### src/rtl/dit_pkg.sv
package dit_pkg;
    localparam int REGS_PER_CH = 6;
    localparam int CTRL_W      = 3;
    localparam int CTRL_EN     = 0;
    localparam int CTRL_ONE    = 1;
    localparam int CTRL_IEN    = 2;

    typedef enum logic [2:0] {
        IDX_COUNT  = 3'd0,
        IDX_RELOAD = 3'd1,
        IDX_DEFER  = 3'd2,
        IDX_CTRL   = 3'd3,
        IDX_RAW    = 3'd4,
        IDX_MASKED = 3'd5
    } reg_idx_e;
endpackage

### src/rtl/dit_decode.sv
module dit_decode
    import dit_pkg::*;
#(
    parameter int ADDR_W = 4,
    parameter int NUM_CH = 2
) (
    input  logic [ADDR_W-1:0] addr,
    output logic [NUM_CH-1:0] ch_hit,
    output reg_idx_e          idx
);
    logic [ADDR_W-1:0] offset;

    always_comb begin
        ch_hit = '0;
        idx    = IDX_COUNT;
        offset = '0;
        for (int c = 0; c < NUM_CH; c++) begin
            if ((int'(addr) >= c * REGS_PER_CH) && (int'(addr) < (c + 1) * REGS_PER_CH)) begin
                ch_hit[c] = 1'b1;
                offset    = addr - ADDR_W'(c * REGS_PER_CH);
                idx       = reg_idx_e'(offset[2:0]);
            end
        end
    end
endmodule

### src/rtl/dit_channel.sv
module dit_channel
    import dit_pkg::*;
#(
    parameter int DATA_W = 32
) (
    input  logic              clk,
    input  logic              rst_n,
    input  logic              wr_sel,
    input  reg_idx_e          idx,
    input  logic [DATA_W-1:0] wdata,
    output logic [DATA_W-1:0] rd_data,
    output logic              irq
);
    typedef struct packed {
        logic [DATA_W-1:0] count;
        logic [DATA_W-1:0] reload;
        logic [DATA_W-1:0] defer;
        logic [CTRL_W-1:0] ctrl;
        logic              raw;
        logic              run;
    } ch_state_t;

    ch_state_t st_d, st_q;
    logic      expire;
    logic      clr_raw;
    logic      restart_wr;

    always_comb begin
        st_d       = st_q;
        expire     = st_q.run && (st_q.count == '0);
        clr_raw    = wr_sel && (idx == IDX_RAW) && wdata[0];
        restart_wr = wr_sel && ((idx == IDX_CTRL) || (idx == IDX_RELOAD));

        if (st_q.run) begin
            if (expire) begin
                if (st_q.ctrl[CTRL_ONE]) st_d.run = 1'b0;
                else                     st_d.count = st_q.reload;
            end else begin
                st_d.count = st_q.count - 1'b1;
            end
        end

        st_d.raw = expire | (st_q.raw & ~clr_raw);

        if (wr_sel) begin
            unique case (idx)
                IDX_RELOAD: begin
                    st_d.reload = wdata;
                    if (st_q.ctrl[CTRL_EN]) begin
                        st_d.count = wdata;
                        st_d.run   = 1'b1;
                    end
                end
                IDX_DEFER: begin
                    st_d.defer  = wdata;
                    st_d.reload = wdata;
                end
                IDX_CTRL: begin
                    st_d.ctrl = wdata[CTRL_W-1:0];
                    if (wdata[CTRL_EN]) begin
                        st_d.count = st_q.reload;
                        st_d.run   = 1'b1;
                    end else begin
                        st_d.count = st_q.count;
                        st_d.run   = 1'b0;
                    end
                end
                default: ;
            endcase
        end
    end

    always_ff @(posedge clk) begin
        if (!rst_n) st_q <= '0;
        else        st_q <= st_d;
    end

    always_comb begin
        unique case (idx)
            IDX_COUNT:  rd_data = st_q.count;
            IDX_RELOAD: rd_data = st_q.reload;
            IDX_DEFER:  rd_data = st_q.defer;
            IDX_CTRL:   rd_data = DATA_W'(st_q.ctrl);
            IDX_RAW:    rd_data = DATA_W'(st_q.raw);
            IDX_MASKED: rd_data = DATA_W'(st_q.raw & st_q.ctrl[CTRL_IEN]);
            default:    rd_data = '0;
        endcase
    end

    assign irq = st_q.raw & st_q.ctrl[CTRL_IEN];

    assert_decrement_R2: assert property (@(posedge clk) disable iff (!rst_n)
        (st_q.run && st_q.count != '0 && !restart_wr) |=> (st_q.count == $past(st_q.count) - 1'b1));

    assert_freeze_R3: assert property (@(posedge clk) disable iff (!rst_n)
        (wr_sel && idx == IDX_CTRL && !wdata[CTRL_EN]) |=> (st_q.count == $past(st_q.count) && !st_q.run));

    assert_restart_R4: assert property (@(posedge clk) disable iff (!rst_n)
        (wr_sel && idx == IDX_RELOAD && st_q.ctrl[CTRL_EN]) |=> (st_q.count == $past(wdata) && st_q.run));

    assert_periodic_reload_R6: assert property (@(posedge clk) disable iff (!rst_n)
        (expire && !st_q.ctrl[CTRL_ONE] && !restart_wr) |=> (st_q.count == $past(st_q.reload) && st_q.raw));

    assert_oneshot_stop_R6: assert property (@(posedge clk) disable iff (!rst_n)
        (expire && st_q.ctrl[CTRL_ONE] && !restart_wr) |=> (!st_q.run && st_q.count == '0));

    assert_w1c_R7: assert property (@(posedge clk) disable iff (!rst_n)
        (clr_raw && !expire) |=> !st_q.raw);

    assert_set_wins_R7: assert property (@(posedge clk) disable iff (!rst_n)
        expire |=> st_q.raw);
endmodule

### src/rtl/dual_interval_timer.sv
module dual_interval_timer
    import dit_pkg::*;
#(
    parameter int DATA_W = 32,
    parameter int ADDR_W = 4,
    parameter int NUM_CH = 2
) (
    input  logic              clk,
    input  logic              rst_n,
    input  logic              wr_en,
    input  logic [ADDR_W-1:0] addr,
    input  logic [DATA_W-1:0] wdata,
    output logic [DATA_W-1:0] rdata,
    output logic [NUM_CH-1:0] irq
);
    localparam int WINDOW = NUM_CH * REGS_PER_CH;

    initial begin
        assert ((1 << ADDR_W) >= WINDOW) else $error("address width too small for window");
    end

    logic [NUM_CH-1:0] ch_hit;
    reg_idx_e          idx;
    logic [DATA_W-1:0] ch_rd [NUM_CH];

    dit_decode #(.ADDR_W(ADDR_W), .NUM_CH(NUM_CH)) u_decode (
        .addr   (addr),
        .ch_hit (ch_hit),
        .idx    (idx)
    );

    for (genvar c = 0; c < NUM_CH; c++) begin : g_ch
        dit_channel #(.DATA_W(DATA_W)) u_ch (
            .clk     (clk),
            .rst_n   (rst_n),
            .wr_sel  (wr_en && ch_hit[c]),
            .idx     (idx),
            .wdata   (wdata),
            .rd_data (ch_rd[c]),
            .irq     (irq[c])
        );

        assert_masked_irq_R8: assert property (@(posedge clk) disable iff (!rst_n)
            (ch_hit[c] && idx == IDX_MASKED) |-> (rdata == DATA_W'(irq[c])));
    end

    always_comb begin
        rdata = '0;
        for (int c = 0; c < NUM_CH; c++) begin
            if (ch_hit[c]) rdata = rdata | ch_rd[c];
        end
    end

    assert_unmapped_zero_R1: assert property (@(posedge clk) disable iff (!rst_n)
        (int'(addr) >= WINDOW) |-> (rdata == '0));
endmodule

### config.mk
export PLATFORM = sky130hd
export DESIGN_NAME = dual_interval_timer
export DESIGN_NICKNAME = d
export VERILOG_FILES = /design/src/rtl/dit_pkg.sv /design/src/rtl/dit_decode.sv /design/src/rtl/dit_channel.sv /design/src/rtl/dual_interval_timer.sv
export SDC_FILE = /design/constraint.sdc
export NUM_CORES = 1
export LEC_CHECK = 0
export ABC_AREA = 1
export BUFFER_PORTS_ARGS = -buffer_cell sky130_fd_sc_hd__clkbuf_2
export CAP_MARGIN = 0
export CORE_MARGIN = 10
export CORE_UTILIZATION = 45
export CTS_BUF_LIST = sky130_fd_sc_hd__clkbuf_4 sky130_fd_sc_hd__clkbuf_8
export DETAILED_ROUTE_END_ITERATION = 6
export HOLD_SLACK_MARGIN = 0.1
export PLACE_DENSITY = 0.62
export SLEW_MARGIN = 0
export SYNTH_ARGS = -nofsm -noshare
export SYNTH_HDL_FRONTEND = slang
export SYNTH_HIERARCHICAL = 1
export SYNTH_SLANG_ARGS = --single-unit
### constraint.sdc
create_clock -name clk -period 2.57 [get_ports clk]
set_input_delay 0.3855 -clock clk [delete_from_list [all_inputs] [get_ports clk]]
set_output_delay 0.3855 -clock clk [all_outputs]
set_load 0.02 [all_outputs]
# Word-level counts from Yosys, hierarchy flattened
# Cells that the tools add are included.
dict set report totals {
  regBits 202
  elab_cells 96
  out_inout_bits 34
}
dict set report classes {
  n_reduce_logical 19
  n_eq_ne 7
  n_addsub 3
  order_cmp 3
  muxes 41
  bitwise_logic 11
}
# cell count
set op_table {}
lappend op_table {{$mux 32} 16}
lappend op_table {{$pmux 32 s6} 2}
lappend op_table {{$mux 99} 2}
lappend op_table {{$pmux 32 s2} 2}
lappend op_table {{$logic_not 32->1} 2}
lappend op_table {{$sub 32x1->32 const B} 2}
lappend op_table {{$or 32x32->32} 1}
lappend op_table {{$mux 1} 13}
lappend op_table {{$mux 3} 4}
lappend op_table {{$reduce_and 2->1} 6}
lappend op_table {{$logic_and 1x1->1} 9}
lappend op_table {{$and 1x1->1} 6}
lappend op_table {{$eq 3x2->1 const B} 2}
lappend op_table {{$eq 3x3->1 const B} 2}
lappend op_table {{$ne 3x3->1 const B} 2}
lappend op_table {{$ge 4x3->1 const B} 1}
lappend op_table {{$lt 4x3->1 const B} 1}
lappend op_table {{$lt 4x4->1 const B} 1}
lappend op_table {{$pmux 1 s2} 2}
lappend op_table {{$eq 3x1->1 const B} 1}
lappend op_table {{$logic_not 3->1} 1}
lappend op_table {{$sub 3x3->3 const B} 1}
lappend op_table {{$not 1->1} 2}
lappend op_table {{$or 1x1->1} 2}
lappend op_table {{$reduce_or 2->1} 1}

# Longest topological paths before layout
# Gate-level depths: netlist (run 1).
dict set report depth {
  depth_word 9
  ltp_mapped 16
  ltp_nobuf 13
}

# By module
# The synthesis (run 1) kept the hierarchy.
# mod area_each_um2 seq_area_each_um2 n_inst cells_each
set modules_own_cells {}
lappend modules_own_cells {dit_channel 6288.5 2021.9 2 976}
lappend modules_own_cells {dual_interval_timer 496.7 0.0 1 108}
lappend modules_own_cells {dit_decode 70.1 0.0 1 16}

# Worst setup path before layout (run 1)
# No wires, ideal clock.
dict set report synth_path {
  kind {input-to-output}
  startpoint {input addr[2]}
  endpoint {output rdata[2]}
  required_time_ps 2184
  t_arrival_ps 1787
  cell_stages 9
  slack_ps 398
  path_cell_list {inv_1 > nand3_1 > nand2_1 > nor3_2 > clkbuf_1 > a22oi_1 > o211ai_1 > nand2_1 > nand2_1}
}
# element line
set synth_lines {}
lappend synth_lines {{from (decl)} dual_interval_timer.sv:11} ;# input logic [ADDR_W-1:0] addr,
lappend synth_lines {{to (decl)} dual_interval_timer.sv:13} ;# output logic [DATA_W-1:0] rdata,

==> metrics, run 1 <==
TNS Setup=0 ns; r2r worst-path depth=13; # clock sinks=202; unrepaired setup endpoints after global routing=true; max reg flops=202; Period minus WS final=2.49 ns; worst hold path cell count=3; largest net degree at the start of global routing=50; worst flop-to-flop path endpoint=g_ch[0].u_ch/st_q[90]; MaxCap Viol Count=0; Num CTS Buffers=39; initial antenna violation count=1; Layout Nets=2156; H-tree lvl count=2; Initial Utilization=45.7%; fin. max-slew vios=0; most frequent cells in the layout=nand2_1 (493), nor2_1 (246), o21ai_0 (232), dfxtp_1 (202), inv_1 (171); CP Launch Type=primary input; DP Cell Count=2458; Reg-to-Reg Start=g_ch[0].u_ch/st_q[69]; total power=8.95 mW; placement-stage cell area=13900 sq um; CP Capture Type=output port; WL/cell=19.5 microns; most common cell after layout, fill and taps aside=nand2_1; registers with the most flip-flops=g_ch.u_ch/st_q x202; Ports=73; Power Density=606 nW/um^2; PortBufs=72; area leader, netlist=dfxtp_1; WP data arrival=2.10 ns; clock skew=0.0262 ns; DRT iter0 DRCs=1330; vias in the first global route=13500; Final Setup Violations=0; Yosys reg bits=202; non-filler cells, final=2526; worst hold start=wdata[25]; share of post-route cells with drive strength above 1=12.8%; Slew @ Worst Pin=0.704 ns; clock insertion delay at the later pin of the skew report=0.55 ns; cell row count=62; Final WS setup=0.0833 ns; first-pass GRT wire length=77700 microns; worst min-delay path class=primary input to flop; clock slew at reported path FFs=0.06 ns; sequential-to-total area share from yosys stat=30.8%; Max Fclk=402 MHz; post-route ant nets=0; Syn Area/Cell=6.33 sq um; Max IR drop VDD=348 uV; die width=191 microns; remaining routing DRC violations=0; worst-path maximum fanout=11; synth warn=6; Die Y=191 microns; largest register by flop count=g_ch.u_ch/st_q; gpl congestion=0.946; status=completed; Syn Nets=2117; drt total wl=49200 microns; core area=28800 sq um; critical path class=primary input to output port; share of the synthesized area in the top cell type=30.8%; Post-DP HPWL=35700 microns; Vias=14600; Root Driver=clkbuf_8; Synth area leaders=dfxtp_1 (31%), nand2_1 (14%), o21ai_0 (8.8%); grt total ovfl=0; clk buf depth=3; die footprint=36400 sq um; Hold Path End=g_ch[1].u_ch/st_q[30]; post-synthesis cell type count=36; TritonCTS clock tree=done; worst endpoint required time=2.18 ns; LEAKAGE=6.41 nW; cells after synthesis=2076; FILL cells=2982; Tcrit/Tclk final=96.8%; max_slew headroom=53.0%; Hold Fails Final Rpt=0; Post-Syn Area=13100 sq um; overall routing resource usage=26.4%; Syn-to-layout area delta=12.4%; pre-CTS WS=0.00500 ns; setup bufs post-CTS=0; DRT Pass-1 Iters=6; Worst R2R Setup Slack=0.38 ns; hold_buf cts=0; via density per instance=5.77; Finished Cell Area=14800 sq um
[where the power goes]
part	total, mW	switching, mW	internal [mW]
clock	3.40	1.46	1.94
combinational	2.17	1.48	0.693
sequential	3.39	0.132	3.26
total	8.95	3.07	5.89
[per-layer routing]
layer / GRT usage, % / vias up / wire (microns)
met5: 0 / - / 0
met4: 9.42 / 0 / 1630
met3: 4.15 / 101 / 4000
met2: 41.3 / 588 / 22000
met1: 35.9 / 6827 / 21600
li1: - / 7062 / -
[layout make-up]
class	count	area, sq um	area share (%)
antenna	1	2.50	0.0169
clock buffer	63	792	5.36
clock inverter	4	20.0	0.135
inverter	191	721	4.88
multi-input combinational	1553	7780	52.7
sequential	202	4040	27.4
tap	384	480	3.25
timing repair buffer	128	937	6.34
[worst max-delay path, cell delays in order]
cell and delay [ns]:
clkbuf_2 0.11, inv_1 0.09, nand3_1 0.08, nand2_1 0.17, inv_1 0.14, nor3_2 0.26, inv_2 0.19, o221ai_1 0.25
nand2_1 0.09, nand2_1 0.12, clkbuf_2 0.19
[synthesized netlist by cell type (all sizes together)]
library cell	number
a211oi	4
inv	189
nand3	122
a31oi	2
o21ai	262
a311oi	2
xor2	36
and2	3
o2111ai	4
dfxtp	202
clkinv	2
o221ai	54
a22oi	6
a221oi	60
clkbuf	76
buf	54
nand2	520
o211ai	10
a21oi	170
nand4	20
nor2	270
ha	2
nor3	6
[worst max-delay path by stage]
| stage | start | to | slack [ns] |
|---|---|---|---|
| 2_1_floorplan | addr[2] | rdata[2] | 0.40 |
| 3_3_place_gp | addr[1] | rdata[28] | 0.02 |
| 3_5_place_dp | addr[2] | rdata[28] | 0.005 |
| 4_1_cts | addr[3] | rdata[0] | 0.02 |
| 5_1_grt | addr[2] | rdata[9] | -0.04 |
| 6_report | addr[2] | rdata[27] | 0.08 |
[repair_timing]
item	CTS	global route
endpoints found under the setup margin	1	19
gates resized for setup	1	5
endpoints found under the hold margin	0	0
[cells by family (layout without fill, tap and decap cells)]
kind of cell,after synthesis,in the layout,synth area share [%]
XOR/XNOR,36,36,2.40
AND/OR/NAND/NOR,941,941,30.7
other,0,1,0
adder cells (fa/ha/maj),2,2,0.190
AO/OA/AOI/OAI,574,574,25.7
buffers and inverters,321,386,10.2
flip-flops,202,202,30.8
[through the flow]
stage | util, % | hold WS (ns)
2_1_floorplan | - | 0.429
3_3_place_gp | 48.5 | 0.438
3_5_place_dp | 48.5 | 0.447
4_1_cts | 51.3 | 0.195
5_1_grt | 51.3 | 0.221
6_report | 51.3 | 0.217
(Power assumes the default switching activity.)
==> run 2, diff against run 1 <==
--- a/config.mk
+++ b/config.mk
@@ -10,7 +10,7 @@
 export CAP_MARGIN = 0
 export CORE_MARGIN = 10
 export CORE_UTILIZATION = 45
-export CTS_BUF_LIST = sky130_fd_sc_hd__clkbuf_4 sky130_fd_sc_hd__clkbuf_8
+export CTS_BUF_LIST = sky130_fd_sc_hd__clkbuf_16
 export DETAILED_ROUTE_END_ITERATION = 6
 export HOLD_SLACK_MARGIN = 0.1
 export PLACE_DENSITY = 0.62
==> run 2 against run 1 <==
Effect of this change:
- maximum frequency down 1.0%
- total power is 1.6% higher
- clock power up 4%
- design area barely moved
- via count down 0.67%
- global-route usage fell by 0.20 points
- critical endpoint unchanged
- largest power group unchanged
==> metrics, run 2 (same netlist as run 1, synthesis figures left out) <==
gpl congestion=0.946 (unchanged); first-pass GRT wire length=77300 microns (-0.47%); Tcrit/Tclk final=97.8% (+0.99 points); die width=191 microns (unchanged); max_slew headroom=53.5% (+0.50 points); H-tree lvl count=1 (-1); final hold slack=0.219 ns (+0.00219 ns); Finished Cell Area=14800 sq um (about the same); LEAKAGE=6.40 nW (-0.19%); Critical Path Most Common Cell=nand2_1; initial antenna violation count=1 (unchanged); WL/cell=19.6 microns (+0.35%); unrepaired setup endpoints after global routing=true; placement-stage cell area=13900 sq um (unchanged); clock insertion delay at the later pin of the skew report=0.53 ns (-0.02 ns); core area=28800 sq um (unchanged); Final Setup Violations=0 (unchanged); TritonCTS clock tree=done; Initial Utilization=45.7% (unchanged); vias in the first global route=13400 (-1.4%); Root Driver=clkbuf_16; Ports=73 (unchanged); Syn-to-layout area delta=12.5% (about the same); drt total wl=49000 microns (-0.44%); worst min-delay path class=primary input to flop; clk buf depth=3 (unchanged); total power=9.10 mW (+1.6%); Reg area=4040 sq um (unchanged); Cell Chain, Critical Path=clkbuf_2 > inv_1 > nand3_1 > nand2_1 > inv_1 > nor3_2 > inv_2 > o221ai_1 > nand2_1 > nand2_1 > clkbuf_2; pre-CTS WS=0.00500 ns (unchanged); Final WS setup=0.0578 ns (-0.0255 ns); fin. max-slew vios=0 (unchanged); clock skew=0.0110 ns (-0.0152 ns); die footprint=36400 sq um (unchanged); CP Launch Type=primary input; Vias=14500 (-0.67%); # clock sinks=202 (unchanged); largest net degree at the start of global routing=50 (unchanged); hold_buf cts=0 (unchanged); worst endpoint required time=2.18 ns (about the same); most frequent cells in the layout=nand2_1 (493), nor2_1 (246), o21ai_0 (232), dfxtp_1 (202), inv_1 (176); DRT Pass-1 Iters=5 (-1); CP Capture Type=output port; Power Density=615 nW/um^2 (+1.5%); PortBufs=72 (unchanged); grt total ovfl=0 (unchanged); WP data arrival=2.13 ns (+0.03 ns); via density per instance=5.78 (+0.12%); critical path class=primary input to output port; cell row count=62 (unchanged); multi-input logic area=7780 sq um (unchanged); max reg flops=202 (unchanged); clock slew at reported path FFs=0.06 ns (about the same); Period minus WS final=2.51 ns (+0.0255 ns); Max IR drop VDD=485 uV (+39%); Post-DP HPWL=35700 microns (unchanged); FILL cells=2976 (-0.20%); DRT iter0 DRCs=1509 (+13%); MaxCap Viol Count=0 (unchanged); most common cell after layout, fill and taps aside=nand2_1; Max Fclk=398 MHz (-1.0%); Die Y=191 microns (unchanged); Layout Nets=2143 (-0.60%); CP max-delay cell=nor3_2; status=completed; Slew @ Worst Pin=0.696 ns (-0.00745 ns); post-route ant nets=0 (unchanged); overall routing resource usage=26.2% (-0.20 points); share of post-route cells with drive strength above 1=11.4% (-1.3 points); Num CTS Buffers=26 (-33%); remaining routing DRC violations=0 (unchanged); Hold Fails Final Rpt=0 (unchanged); registers with the most flip-flops=g_ch.u_ch/st_q x202; largest register by flop count=g_ch.u_ch/st_q; worst-path maximum fanout=11 (unchanged); crit-path max cell delay=0.27 ns (about the same)
==> run 2: cell types whose count changed in the layout (fill, tap and decap cells not counted), sizes merged <==
cell,change
bufinv,+2
clkbuf,-36
clkinv,+7
inv,+7
==> run 2: area by class of cell <==
cell class / count / area share, %
multi-input combinational: 1553 / 52.6
sequential: 202 / 27.4
timing repair buffer: 128 / 6.34
inverter: 191 / 4.88
clock buffer: 27 / 4.57
tap: 384 / 3.25
clock inverter: 20 / 0.948
antenna: 1 / 0.0169
==> run 2: power breakdown <==
group	internal [mW]	switching [mW]
clock network	2.09	1.45
logic	0.693	1.48
registers	3.26	0.132
total	6.03	3.06
==> run 2: final timing paths <==
kind	startpoint	end	slack [ns]	depth (start not counted)
max	addr[2]	rdata[27]	0.06	11
min	wdata[30]	g_ch[0].u_ch/st_q[67]	0.22	3
max reg2reg	g_ch[0].u_ch/st_q[69]	g_ch[0].u_ch/st_q[90]	0.39	13
min reg2reg	g_ch[0].u_ch/st_q[34]	g_ch[0].u_ch/st_q[34]	0.45	2
==> run 2: layer usage <==
layer	part of all wire (%)	GRT usage, %
met5	0	0
met2	45	40.7
met1	44	36.3
met4	3.3	9.24
met3	7.6	3.52
==> run 2: worst max-delay path, delay by kind of cell <==
kind,cells,cell delay (ns)
buf+inv,5,0.73
simple gates,5,0.74
compound gates,1,0.25
==> run 2: through the flow <==
step	cells	utilization [%]	setup TNS (ns)
after floorplan	2076	-	0
after global placement	2458	48.5	0
after detailed placement	2458	48.5	0
after CTS	2505	51.3	0
after global routing	2506	51.4	-0.0585
final	2506	51.4	0
==> run 2: repair_timing <==
| action | in CTS | in global routing |
|---|---|---|
| resized for setup | 1 | 6 |
| setup buffers | 0 | 0 |
| setup endpoints to repair | 1 | 20 |
| pin swaps | 0 | 0 |
